--- config.mk ---
export PLATFORM = sky130hd
export DESIGN_NAME = fb_fetch_top
export DESIGN_NICKNAME = d
export VERILOG_FILES = /design/src/rtl/fbf_pkg.sv /design/src/rtl/fbf_issue.sv /design/src/rtl/fbf_fifo.sv /design/src/rtl/fbf_unpack.sv /design/src/rtl/fb_fetch_top.sv
export SDC_FILE = /design/constraint.sdc
export NUM_CORES = 1
export LEC_CHECK = 0
export BUFFER_PORTS_ARGS = -buffer_cell sky130_fd_sc_hd__buf_2
export CAP_MARGIN = 15
export CORE_MARGIN = 1
export CORE_UTILIZATION = 45
export DETAILED_ROUTE_END_ITERATION = 16
export REMOVE_ABC_BUFFERS = 1
export SYNTH_ARGS = -nofsm -noshare
export SYNTH_HDL_FRONTEND = slang
export SYNTH_SLANG_ARGS = --single-unit
--- constraint.sdc ---
create_clock -name clk -period 4.3 [get_ports clk]
set_input_delay 0 -clock clk [delete_from_list [all_inputs] [get_ports clk]]
set_output_delay 0 -clock clk [all_outputs]
set_load 0.005 [all_outputs]
--- src/rtl/fbf_pkg.sv ---
package fbf_pkg;
  typedef struct packed {
    logic de;
    logic hs;
    logic vs;
  } vid_ctl_t;
endpackage

--- src/rtl/fbf_issue.sv ---
// Read-address generator with a credit counter sized to the FIFO.
module fbf_issue #(
  parameter int ADDR_W = 32,
  parameter int WORDS  = 153600,
  parameter int DEPTH  = 16,
  parameter int BYTES  = 4
) (
  input  logic              clk,
  input  logic              rst_n,
  input  logic              sof,
  input  logic [ADDR_W-1:0] base_in,
  input  logic              pop,
  input  logic              arready,
  output logic              arvalid,
  output logic [ADDR_W-1:0] araddr
);
  localparam int IDX_W = $clog2(WORDS);
  localparam int CR_W  = $clog2(DEPTH + 1);
  localparam int BSH   = $clog2(BYTES);

  logic [CR_W-1:0]   credit;
  logic [IDX_W-1:0]  widx;
  logic [ADDR_W-1:0] base_act;
  logic              fetching, sof_pend, hs, restart;

  assign arvalid = fetching && (credit != '0);
  assign araddr  = base_act + (ADDR_W'(widx) << BSH);
  assign hs      = arvalid && arready;
  // a frame restart waits until no address is held stalled on the bus
  assign restart = (sof || sof_pend) && !(arvalid && !arready);

  always_ff @(posedge clk) begin
    if (!rst_n) begin
      credit   <= CR_W'(DEPTH);
      widx     <= '0;
      base_act <= '0;
      fetching <= 1'b0;
      sof_pend <= 1'b0;
    end else begin
      credit   <= credit - CR_W'(hs) + CR_W'(pop);
      sof_pend <= (sof || sof_pend) && !restart;
      if (restart) begin
        base_act <= base_in;
        widx     <= '0;
        fetching <= 1'b1;
      end else if (hs) begin
        if (widx == IDX_W'(WORDS - 1)) fetching <= 1'b0;
        widx <= widx + 1'b1;
      end
    end
  end
endmodule

--- src/rtl/fbf_fifo.sv ---
// Synchronous FIFO with a registered read port.
module fbf_fifo #(
  parameter int DW    = 32,
  parameter int DEPTH = 16
) (
  input  logic                         clk,
  input  logic                         rst_n,
  input  logic                         wr_en,
  input  logic [DW-1:0]                wr_data,
  input  logic                         rd_en,
  output logic [DW-1:0]                rd_data,
  output logic                         empty,
  output logic [$clog2(DEPTH+1)-1:0]   count
);
  localparam int AW = $clog2(DEPTH);

  logic [DW-1:0] mem [DEPTH];
  logic [AW-1:0] wptr, rptr;

  assign empty = (count == '0);

  always_ff @(posedge clk) begin
    if (wr_en) mem[wptr] <= wr_data;
  end

  always_ff @(posedge clk) begin
    if (!rst_n) begin
      wptr    <= '0;
      rptr    <= '0;
      count   <= '0;
      rd_data <= '0;
    end else begin
      if (wr_en) wptr <= wptr + 1'b1;
      if (rd_en) begin
        rptr    <= rptr + 1'b1;
        rd_data <= mem[rptr];
      end
      count <= count + ($bits(count))'(wr_en) - ($bits(count))'(rd_en);
    end
  end
endmodule

--- src/rtl/fbf_unpack.sv ---
// Pixel-side word splitter and two-stage timing delay.
module fbf_unpack
  import fbf_pkg::*;
#(
  parameter int DW = 32,
  parameter int PW = 16
) (
  input  logic          clk,
  input  logic          rst_n,
  input  vid_ctl_t      vid_in,
  input  logic          empty,
  input  logic [DW-1:0] rd_data,
  output logic          pop,
  output vid_ctl_t      vid_out,
  output logic [PW-1:0] pix
);
  localparam int PPW  = DW / PW;
  localparam int PH_W = (PPW > 1) ? $clog2(PPW) : 1;

  logic [PH_W-1:0] phase, ph_d1, ph_d2;
  vid_ctl_t        ctl_d1, ctl_d2;
  logic            pop_d1;
  logic [DW-1:0]   word_q;

  assign pop     = vid_in.de && (phase == '0) && !empty;
  assign vid_out = ctl_d2;
  assign pix     = ctl_d2.de ? word_q[32'(ph_d2) * PW +: PW] : '0;

  always_ff @(posedge clk) begin
    if (!rst_n) begin
      phase  <= '0;
      ph_d1  <= '0;
      ph_d2  <= '0;
      ctl_d1 <= '0;
      ctl_d2 <= '0;
      pop_d1 <= 1'b0;
      word_q <= '0;
    end else begin
      if (!vid_in.de || phase == PH_W'(PPW - 1)) phase <= '0;
      else                                       phase <= phase + 1'b1;
      ph_d1  <= phase;
      ph_d2  <= ph_d1;
      ctl_d1 <= vid_in;
      ctl_d2 <= ctl_d1;
      pop_d1 <= pop;
      if (pop_d1) word_q <= rd_data;
    end
  end
endmodule

--- src/rtl/fb_fetch_top.sv ---
module fb_fetch_top
  import fbf_pkg::*;
#(
  parameter int H_PIXELS   = 640,
  parameter int V_LINES    = 480,
  parameter int PIX_W      = 16,
  parameter int DATA_W     = 32,
  parameter int ADDR_W     = 32,
  parameter int FIFO_DEPTH = 16
) (
  input  logic              clk,
  input  logic              rst_n,
  input  logic [ADDR_W-1:0] fb_base,
  input  logic              frame_start,
  input  logic              vid_de,
  input  logic              vid_hs,
  input  logic              vid_vs,
  output logic              m_arvalid,
  input  logic              m_arready,
  output logic [ADDR_W-1:0] m_araddr,
  input  logic              m_rvalid,
  output logic              m_rready,
  input  logic [DATA_W-1:0] m_rdata,
  input  logic [1:0]        m_rresp,
  output logic              pix_de,
  output logic              pix_hs,
  output logic              pix_vs,
  output logic [PIX_W-1:0]  pix_data,
  output logic              rd_err
);
  localparam int WORDS = H_PIXELS * V_LINES / (DATA_W / PIX_W);
  localparam int CNT_W = $clog2(FIFO_DEPTH + 1);

  logic              pop, empty;
  logic [DATA_W-1:0] rd_data;
  logic [CNT_W-1:0]  fifo_cnt;
  vid_ctl_t          vin, vout;

  assign m_rready = 1'b1;
  assign vin      = '{de: vid_de, hs: vid_hs, vs: vid_vs};
  assign pix_de   = vout.de;
  assign pix_hs   = vout.hs;
  assign pix_vs   = vout.vs;

  fbf_issue #(.ADDR_W(ADDR_W), .WORDS(WORDS), .DEPTH(FIFO_DEPTH), .BYTES(DATA_W / 8)) u_issue (
    .clk(clk), .rst_n(rst_n), .sof(frame_start), .base_in(fb_base), .pop(pop),
    .arready(m_arready), .arvalid(m_arvalid), .araddr(m_araddr)
  );

  fbf_fifo #(.DW(DATA_W), .DEPTH(FIFO_DEPTH)) u_fifo (
    .clk(clk), .rst_n(rst_n), .wr_en(m_rvalid), .wr_data(m_rdata),
    .rd_en(pop), .rd_data(rd_data), .empty(empty), .count(fifo_cnt)
  );

  fbf_unpack #(.DW(DATA_W), .PW(PIX_W)) u_unpack (
    .clk(clk), .rst_n(rst_n), .vid_in(vin), .empty(empty), .rd_data(rd_data),
    .pop(pop), .vid_out(vout), .pix(pix_data)
  );

  always_ff @(posedge clk) begin
    if (!rst_n)                   rd_err <= 1'b0;
    else if (m_rvalid && m_rresp[1]) rd_err <= 1'b1;
  end
endmodule

==> results of run 1 <==
through the flow:
| stage | instance area [um2] | utilization, % | total power (uW) |
|---|---|---|---|
| 3_5_place_dp | 27800 | 48.2 | 9460 |
| 6_report | 30900 | 53.5 | 15400 |
| 3_3_place_gp | 27800 | 48.2 | 9420 |
| 5_1_grt | 30900 | 53.5 | 16000 |
| 2_1_floorplan | 25900 | - | 9040 |
| 4_1_cts | 30900 | 53.5 | 15600 |
power by group:
part	total, uW	leakage (uW)	internal [uW]	switching (uW)
Sequential	7300	0.00581	7060	231
Clock	6050	0.00114	3560	2490
Combinational	2040	0.00337	1130	911
Total	15400	0.0103	11800	3630
Yosys cell counts, types with 7 or more instances:
library cell | instances | share of area, %
nor2b_1 | 56 | 1.3
nand2_1 | 94 | 1.3
buf_1 | 12 | 0.17
nor2_1 | 42 | 0.60
xor2_1 | 22 | 0.73
edfxtp_1 | 512 | 58
buf_6 | 11 | 0.47
mux2i_1 | 49 | 1.9
nand3_1 | 13 | 0.25
and3_1 | 10 | 0.24
dfxtp_1 | 145 | 11
o21ai_0 | 13 | 0.25
inv_1 | 25 | 0.36
xnor2_1 | 32 | 1.1
ha_1 | 36 | 1.7
nand4_1 | 11 | 0.26
clkbuf_1 | 41 | 0.59
a21o_1 | 7 | 0.20
mux4_2 | 160 | 14
buf_2 | 10 | 0.19
and2_1 | 42 | 1.0
a22o_1 | 32 | 1.1
a21oi_1 | 24 | 0.46
a21boi_0 | 33 | 0.94
worst max-delay path by stage:
stage                         endpoint  cells past startpoint  slack [ns]         startpoint
global route              m_araddr[28]                     10        0.69    u_issue.widx[0]
detailed placement   u_issue.credit[4]                     13        1.29  u_issue.credit[3]
CTS                       m_araddr[28]                     10        0.92    u_issue.widx[0]
finish                    m_araddr[28]                     10        0.94    u_issue.widx[0]
global placement     u_issue.credit[4]                     13        1.26  u_issue.credit[3]
floorplan           u_fifo.rd_data[16]                      3       -2.52     u_fifo.rptr[0]
metal layers:
metal / vias up / part of all wire [%] / wire length, um
met5: - / 0 / 0
met4: 0 / 2.2 / 1270
met3: 88 / 4.4 / 2590
met2: 341 / 51 / 29800
met1: 7067 / 43 / 25000
li1: 6281 / - / -
cell type report:
cell class,count,area share [%]
Multi-Input combinational cell,730,24.5
Tap cell,765,3.10
Clock buffer,90,6.22
Clock inverter,41,1.34
Sequential cell,657,59.2
Inverter,25,0.304
Timing Repair Buffer,230,5.32
cell families after synthesis:
| kind of cell | count (synthesis) |
|---|---|
| AOI/OAI and AO/OA | 142 |
| muxes | 209 |
| DFF | 657 |
| xor gates and xnor gates | 54 |
| buffers and inverters | 102 |
| and+or+nand+nor | 285 |
| adders and majority gates | 39 |
| other | 1 |
worst max-delay path, delay by kind of cell (launching register included):
family	cells	cell delay (ns)
fa+ha+maj	2	0.61
buf+inv	2	0.16
flops	1	0.38
compound gates	5	1.43
simple gates	1	0.17
what timing repair did:
item,in CTS,in global routing
setup endpoints to repair,0,0
hold buffers,72,0
hold endpoints to repair,557,0
registers in the layout (all words and copies together) (netlist names), 3 cells and up:
register and count:
u_unpack.vid_out 3, u_fifo.count 5, u_fifo.rptr 4, u_issue.base_act 32, u_unpack.word_q 32, u_fifo.wptr 4, u_unpack.ctl_d1 3, u_issue.credit 5
u_fifo.mem 512, u_issue.widx 18, u_fifo.rd_data 32
==> results.yml, run 1 <==
status:
  status: "complete, no violations"
clock_network:
  clk_pin_slew_ns: 0.06
  cts_resized: 0
  ctsRootBufferMaster: "clkbuf_16"
  cts_tree: "built"
  clock_sinks: 657
  clockBufferDepth: 3
  cts-buffers-inserted: 71
  clk_latency_ns: 0.61
  cts.htree.levels: 3
  cts_setup_buffers: 0
synthesis:
  synth-compound-area-share_pct: 3.88
  synth-seq-cells: 657
  synth-simple-area-share_pct: 5.44
  netlist_area_mm2: 0.0263
  synth_enable_flop_cells: 512
  synth_top_family_by_area: "multiplexers"
  ys_seq_area_share_pct: 69.5
  synth_ff_type: "edfxtp_1"
  synthMuxAreaShare_pct: 15.6
  ys_async_sr_fraction_pct: 0
  synthAdderAreaFrac_pct: 1.94
  ys_types: 52
  synth-xor-area-share_pct: 1.80
  yosysWarnings: 0
  synth.avg_cell_area_um2: 17.7
  synth_cells: 1489
timing:
  setup_violations: 0
  fmaxAchievable_mhz: 297
  clock_skew_ns: 0.0232
  hold_violations: 0
  rsz0062_at_grt: "no"
  finalMaxSlewViolations: 0
  finalCriticalPeriod_ns: 3.36
  maxSlewHeadroom_pct: 34.8
  min_period_over_period_pct: 78.2
  tightest_slew_ns: 0.977
  setup_tns_ns: 0
  hold_slack_ns: 0.0591
  worst_slack_ns: 0.938
flow_run:
  drv_cap: 0
critical_path:
  cp_data_arrival_time_ns: 3.36
  max_stage_delay_ns: 0.45
  crit_type: "flop to output port"
  reg2reg_to: "u_issue.credit[4]"
  crit_chain: "ha_1 -> inv_1 -> fa_1 -> nand2b_1 -> a211oi_1 -> o21a_1 -> a31oi_1 -> a2111oi_0 -> a211o_1 -> buf_2"
  reg2reg_depth: 13
  cp_max_fo: 6
  worstSetupEndpointType: "output port"
  cp-start-kind: "flop"
  r2r_slack_ns: 1.29
  cp.required_ns: 4.30
  cp_slowest_cell: "a2111oi_0"
  rr_startpoint: "u_issue.credit[3]"
power:
  leakage_uw: 0.0103
  p_per_area_mw_per_mm2: 498
  vdd_drop_max_v: 0.000360
worst_hold_path:
  min-delay-start: "rst_n"
  holdPathStages: 2
  hold_path.class: "input port to flop"
  worstHoldEndpoint: "u_issue.base_act[3]"
die:
  rows: 88
  core_area_mm2: 0.0577
  die_area_mm2: 0.0594
  io-pin-count: 128
  die_x_um: 244
  fp.dieH_um: 244
  start_util_pct: 45.6
detailed_routing:
  drt_wl_total_mm: 58.7
  dr.pass1.iters: 4
  routedWlPerCell_um: 23.1
  ant_nets: 0
  drc: 0
  vias: 13800
  drt_iter0_drc: 893
  viasPerCell: 5.43
placed_design:
  dp.cells: 2335
  dpl.hpwl_mm: 34.1
  finalWeightedCongestion: 0.801
  place_ws_ns: 1.29
  port_buffers: 125
layout:
  fin_cells: 2538
  synthToLayoutAreaGrowth_pct: 17.4
  final_cell_mix: "edfxtp_1, mux4_2, dfxtp_1, buf_2, nand2_1"
  diodes: 0
  drive_above_1_share_pct: 25.0
  fillers: 4628
  seq_area_mm2: 0.0183
  multi_input_area_mm2: 0.00756
  nets: 1828
  final_common_cell: "edfxtp_1"
global_routing:
  track_usage_pct: 20.3
  use_met1_pct: 25.9
  met3_usage_pct: 3.92
  top_usage_layer: "met2"
  grt-ovfl-total: 0
  use_met2_pct: 35.4
  antenna_found_initial: 1
  grt_pass1_wl_mm: 89.2
  grt_start_max_net_pins: 53
  grt_pass1_vias: 14500
Note: power is estimated with default switching activity, not from simulation.
==> run 2, diff against run 1 <==
==> constraint.sdc (replaced) <==
create_clock -name clk -period 3.4 [get_ports clk]
set_input_delay 0 -clock clk [delete_from_list [all_inputs] [get_ports clk]]
set_output_delay 0 -clock clk [all_outputs]
set_load 0.005 [all_outputs]
==> run 2 against run 1 <==
Effect of this change:
- count of clock-buffer cells in the layout increased by 11
- routed wire length increased by 0.90%
- worst hold slack improved by 0.12 ns
- core utilization increased by 0.29 points
- sequential cell count unchanged
- die area unchanged
- global-route usage increased by 0.20 points
- critical endpoint unchanged
- combinational power increased by 30%
- setup slack got worse by 0.79 ns
- register-to-register slack got worse by 0.96 ns
==> results.yml, run 2 (same netlist as run 1, synthesis figures left out) <==
status:
  status: "complete, no violations"
detailed_routing:
  dr.pass1.iters: 5
  ant_nets: 0
  routedWlPerCell_um: 23.2
  drt_wl_total_mm: 59.2
  drc: 0
  viasPerCell: 5.45
  vias: 13900
  drt_iter0_drc: 1014
die:
  rows: 88
  die_area_mm2: 0.0594
  start_util_pct: 45.6
  core_area_mm2: 0.0577
  fp.dieH_um: 244
  die_x_um: 244
  io-pin-count: 128
layout:
  drive_above_1_share_pct: 25.5
  nets: 1844
  largest_reg_flops: 512
  design_area_mm2: 0.0310
  final_common_cell: "edfxtp_1"
  diodes: 0
  fillers: 4636
  final_cell_mix: "edfxtp_1, mux4_2, dfxtp_1, buf_2, nand2_1"
  synthToLayoutAreaGrowth_pct: 18.0
  post-route-util_pct: 53.8
  largest_register: "u_fifo.mem"
global_routing:
  grt_pass1_vias: 14500
  grt_start_max_net_pins: 56
  antenna_found_initial: 0
  track_usage_pct: 20.5
  grt_pass1_wl_mm: 89.9
  grt-ovfl-total: 0
timing:
  finalMaxSlewViolations: 0
  tightest_slew_ns: 0.956
  worst_slack_ns: 0.145
  min_period_over_period_pct: 95.7
  clock_skew_ns: 0.0225
  maxSlewHeadroom_pct: 36.3
  hold_violations: 0
  finalCriticalPeriod_ns: 3.26
  rsz0062_at_grt: "no"
  setup_violations: 0
  hold_slack_ns: 0.179
  fmaxAchievable_mhz: 307
clock_network:
  cts_tree: "built"
  cts.htree.levels: 3
  cts_setup_buffers: 0
  clock_sinks: 657
  clk_pin_slew_ns: 0.06
  clockBufferDepth: 3
  cts-buffers-inserted: 71
  clk_latency_ns: 0.60
  ctsRootBufferMaster: "clkbuf_16"
power:
  finalPower_uw: 19500
  leakage_uw: 0.0104
  vdd_drop_max_v: 0.000441
  p_per_area_mw_per_mm2: 628
worst_hold_path:
  hold_path.class: "input port to flop"
placed_design:
  place_area_mm2: 0.0280
  finalWeightedCongestion: 0.811
  dpl.hpwl_mm: 35.6
  port_buffers: 125
  place_ws_ns: 0.320
critical_path:
  crit_type: "flop to output port"
  r2r_slack_ns: 0.33
  cp.required_ns: 3.40
  worstSetupEndpointType: "output port"
  cp_max_fo: 6
  cp-start-kind: "flop"
  cp_data_arrival_time_ns: 3.26
flow_run:
  drv_cap: 0
## run 2: cell types whose count changed in the layout (fill, tap and decap cells not counted), sizes merged
cell	before	now
clkinvlp	3	0
clkbuf	90	101
buf	158	172
dlygate4sd3	72	74
inv	27	28
clkinv	30	19
bufinv	6	7
## run 2: power breakdown
group	internal [uW]	switching, uW
combinational	1460	1190
clock	4600	3060
sequential	8930	265
total	15000	4520
## run 2: per-stage QoR
step	cells	setup TNS (ns)
final	2553	0
after global routing	2553	0
after CTS	2553	0
after detailed placement	2349	0
after global placement	2349	0
after floorplan	1412	-118.70
## run 2: cell type report
class                      count  area [um2]  share of cell area, %
tap                          765         957                   3.08
clock inverter                29         335                   1.08
timing repair buffer         246        1820                   5.86
sequential                   657       18300                   58.9
inverter                      25        93.8                  0.302
multi-input combinational    730        7570                   24.4
clock buffer                 101        1980                   6.38
## run 2: worst paths after layout
check,from,endpoint,cells past startpoint
worst max-delay path,u_issue.widx[0],m_araddr[28],10
worst min-delay path,vid_vs,u_unpack.ctl_d1[0],3
worst max register to register,u_issue.credit[3],u_issue.credit[4],13
worst min register to register,u_unpack.ph_d1,u_unpack.ph_d2,1
## run 2: routing by layer
metal  up-vias  wire length [um]  track usage (%)
met5         -                 0                0
met4         0              1250             5.59
met3        89              2650             3.43
met2       365             29700             34.8
met1      7129             25700             27.2
li1       6320                 -                -
## run 2: timing repair
action / CTS / global route
hold endpoints to repair: 559 / 0
gates resized for setup: 1 / 2
pin swaps: 0 / 0
setup endpoints to repair: 1 / 1
hold buffers: 74 / 0
## run 2: critical path, cell delays in order, from the launching register on
cell and delay [ns]:
dfxtp_1 0.38, ha_1 0.19, inv_1 0.06, fa_1 0.42, nand2b_1 0.18, a211oi_2 0.31
o21a_1 0.19, a31oi_1 0.24, and2_1 0.27, a211o_1 0.30, buf_2 0.13
